--- src/rtl/agen_pkg.sv ---
package agen_pkg;
  localparam int unsigned INSN_W = 48;
  localparam int unsigned SEL_W  = 4;
  localparam int unsigned DISP_W = 12;
  localparam int unsigned FMT_W  = 3;
  localparam int unsigned LEN_W  = 3;

  typedef enum logic [FMT_W-1:0] {
    FMT_RR = 3'd0,
    FMT_RX = 3'd1,
    FMT_RS = 3'd2,
    FMT_SI = 3'd3,
    FMT_SS = 3'd4
  } fmt_e;

  function automatic fmt_e fmt_of(input logic [7:0] op);
    unique case (op[7:6])
      2'b00:   fmt_of = FMT_RR;
      2'b01:   fmt_of = FMT_RX;
      2'b10:   fmt_of = op[5] ? FMT_SI : FMT_RS;
      default: fmt_of = FMT_SS;
    endcase
  endfunction

  function automatic logic [LEN_W-1:0] len_of(input fmt_e f);
    unique case (f)
      FMT_RR:  len_of = 3'd2;
      FMT_SS:  len_of = 3'd6;
      default: len_of = 3'd4;
    endcase
  endfunction
endpackage

--- src/rtl/agen_decode.sv ---
module agen_decode
  import agen_pkg::*;
(
  input  logic [INSN_W-1:0] insn_i,
  output fmt_e              fmt_o,
  output logic [LEN_W-1:0]  ilen_o,
  output logic [SEL_W-1:0]  b1_o,
  output logic [DISP_W-1:0] d1_o,
  output logic [SEL_W-1:0]  b2_o,
  output logic [DISP_W-1:0] d2_o,
  output logic [SEL_W-1:0]  x_o,
  output logic              use_x_o,
  output logic              use_op1_o,
  output logic              use_op2_o,
  output logic [SEL_W-1:0]  r1_o,
  output logic [SEL_W-1:0]  r2_o,
  output logic [7:0]        byte1_o
);
  localparam int unsigned OP_HI = INSN_W - 1;
  localparam int unsigned B1_HI = OP_HI - 8;
  localparam int unsigned F1_HI = B1_HI - 8;
  localparam int unsigned D1_HI = F1_HI - SEL_W;
  localparam int unsigned F2_HI = D1_HI - DISP_W;
  localparam int unsigned D2_HI = F2_HI - SEL_W;

  logic [7:0] op, b1_byte;

  assign op      = insn_i[OP_HI -: 8];
  assign b1_byte = insn_i[B1_HI -: 8];
  assign b1_o    = insn_i[F1_HI -: SEL_W];
  assign d1_o    = insn_i[D1_HI -: DISP_W];
  assign b2_o    = insn_i[F2_HI -: SEL_W];
  assign d2_o    = insn_i[D2_HI -: DISP_W];
  assign x_o     = b1_byte[3:0];

  always_comb begin
    fmt_o     = fmt_of(op);
    ilen_o    = len_of(fmt_o);
    use_x_o   = (fmt_o == FMT_RX);
    use_op1_o = (fmt_o != FMT_RR);
    use_op2_o = (fmt_o == FMT_SS);
    r1_o      = '0;
    r2_o      = '0;
    byte1_o   = '0;
    unique case (fmt_o)
      FMT_RR: begin r1_o = b1_byte[7:4]; r2_o = b1_byte[3:0]; end
      FMT_RX: r1_o = b1_byte[7:4];
      FMT_RS: begin r1_o = b1_byte[7:4]; r2_o = b1_byte[3:0]; end
      FMT_SI, FMT_SS: byte1_o = b1_byte;
      default: ;
    endcase
  end
endmodule

--- src/rtl/agen_ea.sv ---
module agen_ea
  import agen_pkg::*;
#(
  parameter int unsigned REG_W  = 32,
  parameter int unsigned ADDR_W = 24
) (
  input  logic              en_i,
  input  logic [SEL_W-1:0]  base_sel_i,
  input  logic [REG_W-1:0]  base_val_i,
  input  logic              idx_en_i,
  input  logic [SEL_W-1:0]  idx_sel_i,
  input  logic [REG_W-1:0]  idx_val_i,
  input  logic [DISP_W-1:0] disp_i,
  output logic [ADDR_W-1:0] ea_o
);
  logic [REG_W-1:0] base_c, idx_c, disp_c, sum;

  // selector 0 means "no register", not register 0
  assign base_c = (base_sel_i == '0) ? '0 : base_val_i;
  assign idx_c  = (!idx_en_i || idx_sel_i == '0) ? '0 : idx_val_i;
  assign disp_c = {{(REG_W-DISP_W){1'b0}}, disp_i};
  assign sum    = base_c + idx_c + disp_c;
  assign ea_o   = en_i ? sum[ADDR_W-1:0] : '0;
endmodule

--- src/rtl/agen_out_reg.sv ---
module agen_out_reg #(
  parameter int unsigned W = 8
) (
  input  logic         clk_i,
  input  logic         rst_ni,
  input  logic         in_valid_i,
  output logic         in_ready_o,
  input  logic [W-1:0] d_i,
  output logic         out_valid_o,
  input  logic         out_ready_i,
  output logic [W-1:0] q_o
);
  assign in_ready_o = !out_valid_o || out_ready_i;

  always_ff @(posedge clk_i or negedge rst_ni) begin
    if (!rst_ni) begin
      out_valid_o <= 1'b0;
      q_o         <= '0;
    end else begin
      if (in_ready_o) out_valid_o <= in_valid_i;
      if (in_valid_i && in_ready_o) q_o <= d_i;
    end
  end

  p_accept_valid_r9: assert property (@(posedge clk_i) disable iff (!rst_ni)
    (in_valid_i && in_ready_o) |=> out_valid_o);

  p_stall_block_r10: assert property (@(posedge clk_i) disable iff (!rst_ni)
    (out_valid_o && !out_ready_i) |-> !in_ready_o);

  p_stall_hold_r10: assert property (@(posedge clk_i) disable iff (!rst_ni)
    (out_valid_o && !out_ready_i) |=> (out_valid_o && $stable(q_o)));
endmodule

--- src/rtl/agen_top.sv ---
module agen_top
  import agen_pkg::*;
#(
  parameter int unsigned REG_W  = 32,
  parameter int unsigned ADDR_W = 24
) (
  input  logic              clk_i,
  input  logic              rst_ni,
  input  logic              in_valid_i,
  output logic              in_ready_o,
  input  logic [INSN_W-1:0] insn_i,
  output logic [SEL_W-1:0]  rd_addr_a_o,
  input  logic [REG_W-1:0]  rd_data_a_i,
  output logic [SEL_W-1:0]  rd_addr_b_o,
  input  logic [REG_W-1:0]  rd_data_b_i,
  output logic              out_valid_o,
  input  logic              out_ready_i,
  output logic [FMT_W-1:0]  fmt_o,
  output logic [LEN_W-1:0]  ilen_o,
  output logic [SEL_W-1:0]  r1_o,
  output logic [SEL_W-1:0]  r2_o,
  output logic [7:0]        byte1_o,
  output logic [ADDR_W-1:0] ea1_o,
  output logic [ADDR_W-1:0] ea2_o
);
  localparam int unsigned N_OPS = 2;
  localparam int unsigned RES_W = FMT_W + LEN_W + 2*SEL_W + 8 + N_OPS*ADDR_W;

  fmt_e              fmt;
  logic [LEN_W-1:0]  ilen;
  logic [SEL_W-1:0]  b1, b2, x, r1, r2;
  logic [DISP_W-1:0] d1, d2;
  logic [7:0]        byte1;
  logic              use_x, use_op1, use_op2;

  agen_decode u_dec (
    .insn_i   (insn_i),
    .fmt_o    (fmt),
    .ilen_o   (ilen),
    .b1_o     (b1),
    .d1_o     (d1),
    .b2_o     (b2),
    .d2_o     (d2),
    .x_o      (x),
    .use_x_o  (use_x),
    .use_op1_o(use_op1),
    .use_op2_o(use_op2),
    .r1_o     (r1),
    .r2_o     (r2),
    .byte1_o  (byte1)
  );

  // port A: first base; port B: index (RX) or second base (SS)
  assign rd_addr_a_o = use_op1 ? b1 : '0;
  assign rd_addr_b_o = use_x ? x : (use_op2 ? b2 : '0);

  logic [ADDR_W-1:0] ea [N_OPS];
  logic              op_en   [N_OPS];
  logic [SEL_W-1:0]  op_bsel [N_OPS];
  logic [REG_W-1:0]  op_bval [N_OPS];
  logic [DISP_W-1:0] op_disp [N_OPS];
  logic              op_xen  [N_OPS];

  assign op_en[0]   = use_op1;
  assign op_bsel[0] = b1;
  assign op_bval[0] = rd_data_a_i;
  assign op_disp[0] = d1;
  assign op_xen[0]  = use_x;
  assign op_en[1]   = use_op2;
  assign op_bsel[1] = b2;
  assign op_bval[1] = rd_data_b_i;
  assign op_disp[1] = d2;
  assign op_xen[1]  = 1'b0;

  for (genvar g = 0; g < N_OPS; g++) begin : g_op
    agen_ea #(.REG_W(REG_W), .ADDR_W(ADDR_W)) u_ea (
      .en_i      (op_en[g]),
      .base_sel_i(op_bsel[g]),
      .base_val_i(op_bval[g]),
      .idx_en_i  (op_xen[g]),
      .idx_sel_i (x),
      .idx_val_i (rd_data_b_i),
      .disp_i    (op_disp[g]),
      .ea_o      (ea[g])
    );
  end

  logic [RES_W-1:0] res_d, res_q;
  assign res_d = {fmt, ilen, r1, r2, byte1, ea[0], ea[1]};

  agen_out_reg #(.W(RES_W)) u_out (
    .clk_i      (clk_i),
    .rst_ni     (rst_ni),
    .in_valid_i (in_valid_i),
    .in_ready_o (in_ready_o),
    .d_i        (res_d),
    .out_valid_o(out_valid_o),
    .out_ready_i(out_ready_i),
    .q_o        (res_q)
  );

  assign {fmt_o, ilen_o, r1_o, r2_o, byte1_o, ea1_o, ea2_o} = res_q;

  p_rr_noaddr_r6: assert property (@(posedge clk_i) disable iff (!rst_ni)
    (out_valid_o && fmt_o == FMT_RR) |-> (ea1_o == '0 && ea2_o == '0));

  p_len_match_r2: assert property (@(posedge clk_i) disable iff (!rst_ni)
    out_valid_o |-> (ilen_o == ((fmt_o == FMT_RR) ? 3'd2 : (fmt_o == FMT_SS) ? 3'd6 : 3'd4)));

  p_ea2_ss_only_r7: assert property (@(posedge clk_i) disable iff (!rst_ni)
    (out_valid_o && fmt_o != FMT_SS) |-> (ea2_o == '0));
endmodule

--- config.mk ---
export PLATFORM = sky130hd
export DESIGN_NAME = agen_top
export DESIGN_NICKNAME = d
export VERILOG_FILES = /design/src/rtl/agen_pkg.sv /design/src/rtl/agen_decode.sv /design/src/rtl/agen_ea.sv /design/src/rtl/agen_out_reg.sv /design/src/rtl/agen_top.sv
export SDC_FILE = /design/constraint.sdc
export NUM_CORES = 1
export LEC_CHECK = 0
export BUFFER_PORTS_ARGS = -buffer_cell sky130_fd_sc_hd__buf_2
export CAP_MARGIN = 20
export CORE_MARGIN = 2
export CORE_UTILIZATION = 35
export DETAILED_ROUTE_END_ITERATION = 8
export GPL_TIMING_DRIVEN = 0
export REMOVE_ABC_BUFFERS = 1
export SKIP_CTS_REPAIR_TIMING = 1
export SYNTH_ARGS = -nofsm -noshare
export SYNTH_HDL_FRONTEND = slang
export SYNTH_SLANG_ARGS = --single-unit
--- constraint.sdc ---
create_clock -name clk_i -period 1.98 [get_ports clk_i]
set_input_delay 0.297 -clock clk_i [delete_from_list [all_inputs] [get_ports clk_i]]
set_output_delay 0.297 -clock clk_i [all_outputs]
set_load 0.01 [all_outputs]
* Word level (Yosys, flattened, before mapping)
Index checks and enable logic that the tools add are counted.
Operators by class: add/sub/neg operators 3, equality and inequality tests 6, multiplexer cells 14, reduce and logical (&&, ||, !) cells 14
Operators with widths (number):
- 24-bit two-way mux | 5
- 24-bit by 12-bit adder with 24-bit output | 2
- 24-bit adder | 1
- 4-bit two-way mux | 5
- 4-bit logical NOT | 3
- 3-bit case mux with 3 select lines | 1
- 8-bit two-way mux | 1
- 3-bit by 2-bit equality test with 1-bit output, second input constant | 2
- 3-bit case mux with 2 select lines | 1
- 2-bit OR reduction | 2
- 3-bit by 1-bit equality test with 1-bit output, second input constant | 1
- 3-bit equality test, second input constant | 1
- 3-bit logical NOT | 1
- 3-bit nonzero test | 1
- 3-bit OR reduction | 1
- 2-bit by 1-bit equality test with 1-bit output, second input constant | 1
- 2-bit equality test, second input constant | 1
- 1-bit logical NOT | 2
- 2-bit logical NOT | 1
- 1-bit logical OR | 2
- 1-bit logical AND | 1
- 1-bit two-way mux | 1
Word-level totals: register bits 71, input bits 116, output and inout bits 80, logic and storage cells 39

* Depth between registers and ports, before layout
Gate-level depths: netlist of the first run.
word-level depth 9, gate-level depth with buffers 13, mapped depth without buffers 12

* Cells and area by module
A second synthesis of the first run with hierarchy kept.
Unflattened totals: cell total of the unflattened synthesis 778, area, all modules 7785.0 um^2
By module, submodules not included:
- agen_out_reg | times used 1, cells each 151, area an instance 2937.8 um^2, sequential area each 1776.7 um^2
- agen_ea at g_op[0].u_ea | times used 1, cells each 278, area an instance 2089.5 um^2, sequential area each 0.0 um^2
- agen_ea at g_op[1].u_ea | times used 1, cells each 258, area an instance 2085.8 um^2, sequential area each 0.0 um^2
- agen_decode | times used 1, cells each 77, area an instance 591.8 um^2, sequential area each 0.0 um^2
- agen_top | times used 1, cells each 14, area an instance 80.1 um^2, sequential area each 0.0 um^2

* Worst setup path after synthesis of the first run
Ideal clock, no wire load.
kind input to register, start in insn_i[29], end reg u_out.q_o[43], setup time 0.122 ns, arrival time 3.367 ns, required time 1.858 ns, path slack -1.508 ns, cell stages on the path 11, path buffers 0, cell sequence nor4_1 -> nor2b_1 -> fa_1 -> ha_1 -> fa_1 -> a211oi_2 -> o21ai_0 -> a21oi_1 -> o41ai_2 -> or3_1 -> a32o_1
Between the ends: word-level cells in the longest chain between the ends 5
RTL lines:
- start: declaration | line agen_top.sv:11 | input logic [INSN_W-1:0] insn_i,
- 4-bit logical NOT | line agen_ea.sv:19 | assign base_c = (base_sel_i == '0) ? '0 : base_val_i;
- 24-bit two-way mux | line agen_ea.sv:19
- 24-bit adder | line agen_ea.sv:22 | assign sum = base_c + idx_c + disp_c;
- 24-bit by 12-bit adder with 24-bit output | line agen_ea.sv:22
- 24-bit two-way mux | line agen_ea.sv:23 | assign ea_o = en_i ? sum[ADDR_W-1:0] : '0;
- end signal: assignment | line agen_out_reg.sv:21 | if (in_valid_i && in_ready_o) q_o <= d_i;
- end: declaration | line agen_out_reg.sv:11 | output logic [W-1:0] q_o
Every way passes these cells. A chain may end at the register's enable or synchronous reset.

* Worst setup path after layout of the first run
start in insn_i[34], end reg u_out.q_o[43]
Between the ends: word-level cells in the longest chain between the ends 6
RTL lines:
- 4-bit logical NOT
- 1-bit logical OR | line agen_ea.sv:20 | assign idx_c = (!idx_en_i || idx_sel_i == '0) ? '0 : idx_val_i;
- 24-bit two-way mux | line agen_ea.sv:20
- 24-bit adder | line agen_ea.sv:22
- 24-bit by 12-bit adder with 24-bit output | line agen_ea.sv:22
- 24-bit two-way mux | line agen_ea.sv:23
Every way passes these cells.

==> results.toml, run 1 <==
[outcome]
status = "finished, violations left"
failed_checks = "negative setup slack"

[die]
initial_core_util = 0.358
ios = 196
die_y_um = 131
die_area_mm2 = 0.0172
die_w_um = 131
fp-row-count = 46
coreArea_mm2 = 0.0158

[worst_setup_path]
slowest_delay_ps = 480
cp-startpoint = "insn_i[34]"
crit_slowest_cell = "fa_2"
cp-endpoint = "u_out.q_o[43]$_DFFE_PN0P_"
rr_worst_depth = 5
crit_chain = "buf_12 > nor4_4 > nor2b_4 > buf_8 > and2_4 > fa_2 > ha_4 > fa_2 > a211oi_4 > o21ai_2 > a21oi_2 > o41ai_4 > or3_1 > a32o_1"
r2r_setup_slack_ps = -300
critPathArrivalTime_ps = 3630
cpMostUsedCell = "fa_2"
required_ps = 2220
r2r_start = "u_out.out_valid_o$_DFFE_PN0N_"
worstReg2RegEnd = "u_out.q_o[23]$_DFFE_PN0P_"
critPathLaunchType = "primary input"
path_class = "in2reg"
end_kind = "flop"
crit_fanout = 6

[global_route]
first_global_vias = 5427
grt_pass1_wl_mm = 28.1
grtUsageTotal = 0.202
gr-max-usage-layer = "met2"
use_met1 = 0.270
gr-total-overflow = 0
antenna_found_initial = 5
grt_max_degree = 86
gr-usage-met2 = 0.316
use_met3 = 0.0590

[drt]
totalWireLength_mm = 19.3
wl_per_cell_um = 18.4
vias_per_cell = 5.44
drt-initial-drc-count = 199
drc = 0
drt.antenna.violating_nets = 0
drt_pass1_iterations = 4
vias = 5733

[synthesis]
synth-seq-cells = 70
synth_edf_count = 0
synthesis.area_mm2 = 0.00567
muxShareOfSynthArea = 0.0106
synth_warnings = 0
synth_cells = 624
synth_top_cell_area_share = 0.309
synthArstFlopShare = 1.00
synth_area_leader_cell = "dfrtp_1"
synth_top_family_by_area = "simple AND/OR/NAND/NOR gates"
synth_compound_area_frac = 0.230
synth_fa_ha_area_frac = 0.149
synthTopCellsByArea = "dfrtp_1 31%, ha_1 9.9%, fa_1 4.9%"
synth.distinct_cells = 71
yosys.area_share.xor_xnor = 0.0309
synthSimpleGateAreaFrac = 0.239
syn_avg_cell_area_um2 = 9.08
synth_ff_type = "dfrtp_1"
synth_seq_area_share = 0.309

[timing]
fmax_mhz = 294
layout_setup_ws_ps = -1420
layout_min_cycle_time_ps = 3400
rsz0062_at_grt = "yes"
finalSetupTns_ps = -33750
drv_slew = 0
clock_skew_ps = 8.61
setup_viol = 43
finalCritPeriodShare = 1.72
relSlewSlack = 0.370
final_hold_viol_count = 0
holdWs_ps = 191
tightest_slew_ps = 937

[clocking]
clkTransAtPathRegs_ps = 60
cts.sinks = 70
root_buffer = "clkbuf_16"
cts_htree_levels = 3
cts_buffer_depth = 2
insertion_delay_ps = 350
cts_buffers = 9
cts_tree = "built"

[cells_and_area]
fin_nets = 1006
area_growth_pct = 46.2
final_util = 0.523
drive_gt1_frac = 0.423
final_area_mm2 = 0.00828

[power_and_ir_drop]
p_sw_frac = 0.350
p_leak_nw = 3.91
power.internal_w = 0.00372
combPwrFrac = 0.394
vdd_drop_max_mv = 0.425
clockPowerShare = 0.297
seq_power_share = 0.310
power_density_mw_per_mm2 = 691
switchingPower_w = 0.00200

[run]
maxCapViolations = 0

[placement]
gp_congestion = 0.876
detailed_place_hpwl_mm = 13.6
port-buffer-count = 173
dpl_cell_area_mm2 = 0.00674
pre_cts_slack_ps = -2380

[min_path]
min_path_type = "in2reg"
-- per-layer routing --
metal  vias to the layer above  wire length [um]
met3                        25              1660
met4                         6               271
met1                      2735              8430
li1                       2747                 -
met2                       220              8940
met5                         -                35
-- final cells by class --
cell class | count | area, um2
Antenna cell | 1 | 2.50
Clock buffer | 10 | 239
Clock inverter | 6 | 70.1
Fill cell | 1484 | 7540
Inverter | 12 | 45.0
Multi-Input combinational cell | 513 | 4450
Sequential cell | 70 | 1750
Tap cell | 216 | 270
Timing Repair Buffer | 225 | 1460
-- through the flow --
stage	instances	total power [W]
after floorplan	593	0.00286
after global placement	982	0.00352
after detailed placement	986	0.00354
after CTS	1002	0.00525
after global routing	1052	0.00607
final	1053	0.00573
-- cell usage in the layout (no fill, tap or decap), drive strengths merged, types with 13 or more instances in the layout --
master,count
o21ai,35
a21oi,31
inv,13
a22o,26
fa,14
ha,45
buf,223
nand3,28
dfrtp,70
and2,45
xnor2,13
nor2b,32
nor2,18
nand2,58
a21o,13
-- power by group through the flow --
| stage | sequential, W | combinational [W] | clock (W) |
|---|---|---|---|
| 5_1_grt | 0.00180 | 0.00246 | 0.00180 |
| 3_5_place_dp | 0.00180 | 0.00175 | 0 |
| 3_3_place_gp | 0.00180 | 0.00172 | 0 |
| 2_1_floorplan | 0.00190 | 0.000963 | 0 |
| 6_report | 0.00177 | 0.00225 | 0.00170 |
| 4_1_cts | 0.00177 | 0.00175 | 0.00172 |
-- worst max-delay path, delay by kind of cell --
family / cells / cell delay (ps)
AND/OR/NAND/NOR: 4 / 960
adder cells (fa/ha/maj): 3 / 1070
buffers and inverters: 2 / 270
AO/OA/AOI/OAI: 5 / 1050
-- synthesized netlist by cell type (all sizes together), types with 7 or more instances --
library cell,n
nand3,28
dfrtp,70
a211oi,9
xor2,7
inv,12
a21o,13
nor2b,32
clkbuf,22
a21oi,31
or3,9
and3,10
ha,45
fa,14
nor2,18
and2,45
xnor2,13
buf,9
nand2,58
nor3,9
o21ai,35
nand4,10
a22o,26
-- worst min path at each step --
stage	slack (ps)	to	depth (start not counted)	startpoint
after floorplan	1	u_out.out_valid_o$_DFFE_PN0N_	0	rst_ni
after global placement	450	u_out.q_o[68]$_DFFE_PN0P_	2	u_out.q_o[68]$_DFFE_PN0P_
after detailed placement	220	u_out.q_o[43]$_DFFE_PN0P_	1	rst_ni
after CTS	-150	u_out.q_o[43]$_DFFE_PN0P_	1	rst_ni
after global routing	200	u_out.q_o[52]$_DFFE_PN0P_	2	insn_i[36]
final	190	u_out.q_o[63]$_DFFE_PN0P_	2	insn_i[39]
-- sequential cells by signal, summed over array words and instances, names as in the netlist --
register / cells
u_out.q_o: 69
u_out.out_valid_o: 1
-- logic make-up after synthesis --
kind of cell               count (synthesis)
other                                      1
DFF                                       70
xor gates and xnor gates                  20
AOI/OAI and AO/OA                        177
buffers and inverters                     43
and+or+nand+nor                          248
adders and majority gates                 59
muxes                                      6
(Power assumes the default switching activity.)
==> inputs of run 2 (changes only) <==
PLACE_DENSITY = 0.63   (was unset)
==> run 2 against run 1 <==
- the flow still finishes with violations (negative setup slack)
- clock skew barely moved
- non-clock buffer count down 8
- count of clock-buffer cells in the layout unchanged
- routed wire length rose by 6.1%
- sequential cell count is the same
- critical path type unchanged
==> results.toml, run 2 (same netlist as run 1, synthesis figures left out) <==
[outcome]
status = "finished, violations left"
failed_checks = "negative setup slack"

[clocking]
cts.sinks = 70
cts_buffers = 9
cts_htree_levels = 3
insertion_delay_ps = 360
root_buffer = "clkbuf_16"
cts_tree = "built"
clkTransAtPathRegs_ps = 60
cts_buffer_depth = 2

[worst_setup_path]
path_class = "in2reg"
cp-startpoint = "insn_i[34]"
rr_worst_depth = 5
required_ps = 2220
r2r_start = "u_out.out_valid_o$_DFFE_PN0N_"
r2r_setup_slack_ps = -390
critPathArrivalTime_ps = 3550
worstReg2RegEnd = "u_out.q_o[23]$_DFFE_PN0P_"
end_kind = "flop"
critPathLaunchType = "primary input"
crit_fanout = 5

[drt]
drt_pass1_iterations = 5
drc = 0
vias_per_cell = 5.58
drt-initial-drc-count = 312
vias = 5838
drt.antenna.violating_nets = 0
wl_per_cell_um = 19.6
totalWireLength_mm = 20.5

[global_route]
use_met1 = 0.278
first_global_vias = 5483
grt_pass1_wl_mm = 28.9
grt_max_degree = 86
grtUsageTotal = 0.210
use_met3 = 0.0718
gr-total-overflow = 0
antenna_found_initial = 3
gr-max-usage-layer = "met2"
gr-usage-met2 = 0.327

[min_path]
hold-path-endpoint = "u_out.q_o[62]$_DFFE_PN0P_"
hold_start = "insn_i[38]"
hold-path-cell-count = 2
min_path_type = "in2reg"

[timing]
drv_slew = 0
holdWs_ps = 183
finalCritPeriodShare = 1.67
layout_min_cycle_time_ps = 3310
tightest_slew_ps = 962
layout_setup_ws_ps = -1330
final_hold_viol_count = 0
clock_skew_ps = 8.97
relSlewSlack = 0.356
setup_viol = 42
rsz0062_at_grt = "yes"
fmax_mhz = 302

[die]
initial_core_util = 0.358
die_w_um = 131
die_area_mm2 = 0.0172
coreArea_mm2 = 0.0158
ios = 196
die_y_um = 131
fp-row-count = 46

[cells_and_area]
fill_cells = 1489
drive_gt1_frac = 0.390
mostFrequentLayoutCells = "164 x buf_2, 70 x dfrtp_1, 56 x nand2_1"
mostFrequentLayoutCell = "buf_2"
area_growth_pct = 44.3
fin_nets = 999
largest-register = "u_out.q_o"
largest_reg_flops = 69
largestRegisters = "u_out.q_o: 69 flops, u_out.out_valid_o: 1 flops"
final_util = 0.517

[power_and_ir_drop]
p_total_w = 0.00597
power_density_mw_per_mm2 = 730
vdd_drop_max_mv = 0.430
p_leak_nw = 3.90

[placement]
port-buffer-count = 173
pre_cts_slack_ps = -2890
detailed_place_hpwl_mm = 13.8
gp_congestion = 0.860

[run]
maxCapViolations = 0
==> run 2: worst max-delay path by stage <==
| stage | endpoint | slack [ps] | depth (start not counted) |
|---|---|---|---|
| finish | u_out.q_o[43]$_DFFE_PN0P_ | -1330 | 14 |
| global route | u_out.q_o[47]$_DFFE_PN0P_ | -1420 | 15 |
| CTS | u_out.q_o[43]$_DFFE_PN0P_ | -2520 | 13 |
| detailed placement | u_out.q_o[43]$_DFFE_PN0P_ | -2890 | 13 |
| global placement | u_out.q_o[43]$_DFFE_PN0P_ | -4230 | 12 |
| floorplan | u_out.q_o[43]$_DFFE_PN0P_ | -2850 | 11 |
==> run 2: power breakdown <==
group / switching (W) / internal, W
registers: 0.000119 / 0.00165
logic: 0.00121 / 0.00101
clock network: 0.000704 / 0.00128
==> run 2: per-stage QoR <==
stage                     cells  setup TNS (ps)  cell area [um2]
after floorplan             593          -85620             5540
after global placement      982         -152700             6670
after detailed placement    985          -89460             6730
after CTS                  1001          -71570             7090
after global routing       1045          -37150             8170
final                      1046          -32780             8180
==> run 2: worst max-delay path: stages <==
cell	delay, ps
buf_8	100
nor4_4	360
nor2b_4	130
buf_8	150
and2_4	140
fa_1	470
ha_2	200
fa_2	390
a211oi_4	300
o21ai_4	120
a21oi_4	220
o41ai_4	100
or3_1	320
a32o_1	220
==> run 2: layout make-up <==
cell class	count	area, um2	area share
well taps	216	270	0.0331
clock inverters	6	116	0.0142
inverters	12	45.0	0.00551
multi-input cells	514	4370	0.534
repair buffers	217	1380	0.169
flip-flops and latches	70	1750	0.214
clock buffers	10	239	0.0292
diodes	1	2.50	0.000306
==> run 2: layer usage <==
metal	wire length (um)	vias to the layer above
met1	8890	2816
met3	2000	24
li1	-	2739
met2	9340	257
met4	282	2
met5	12	-
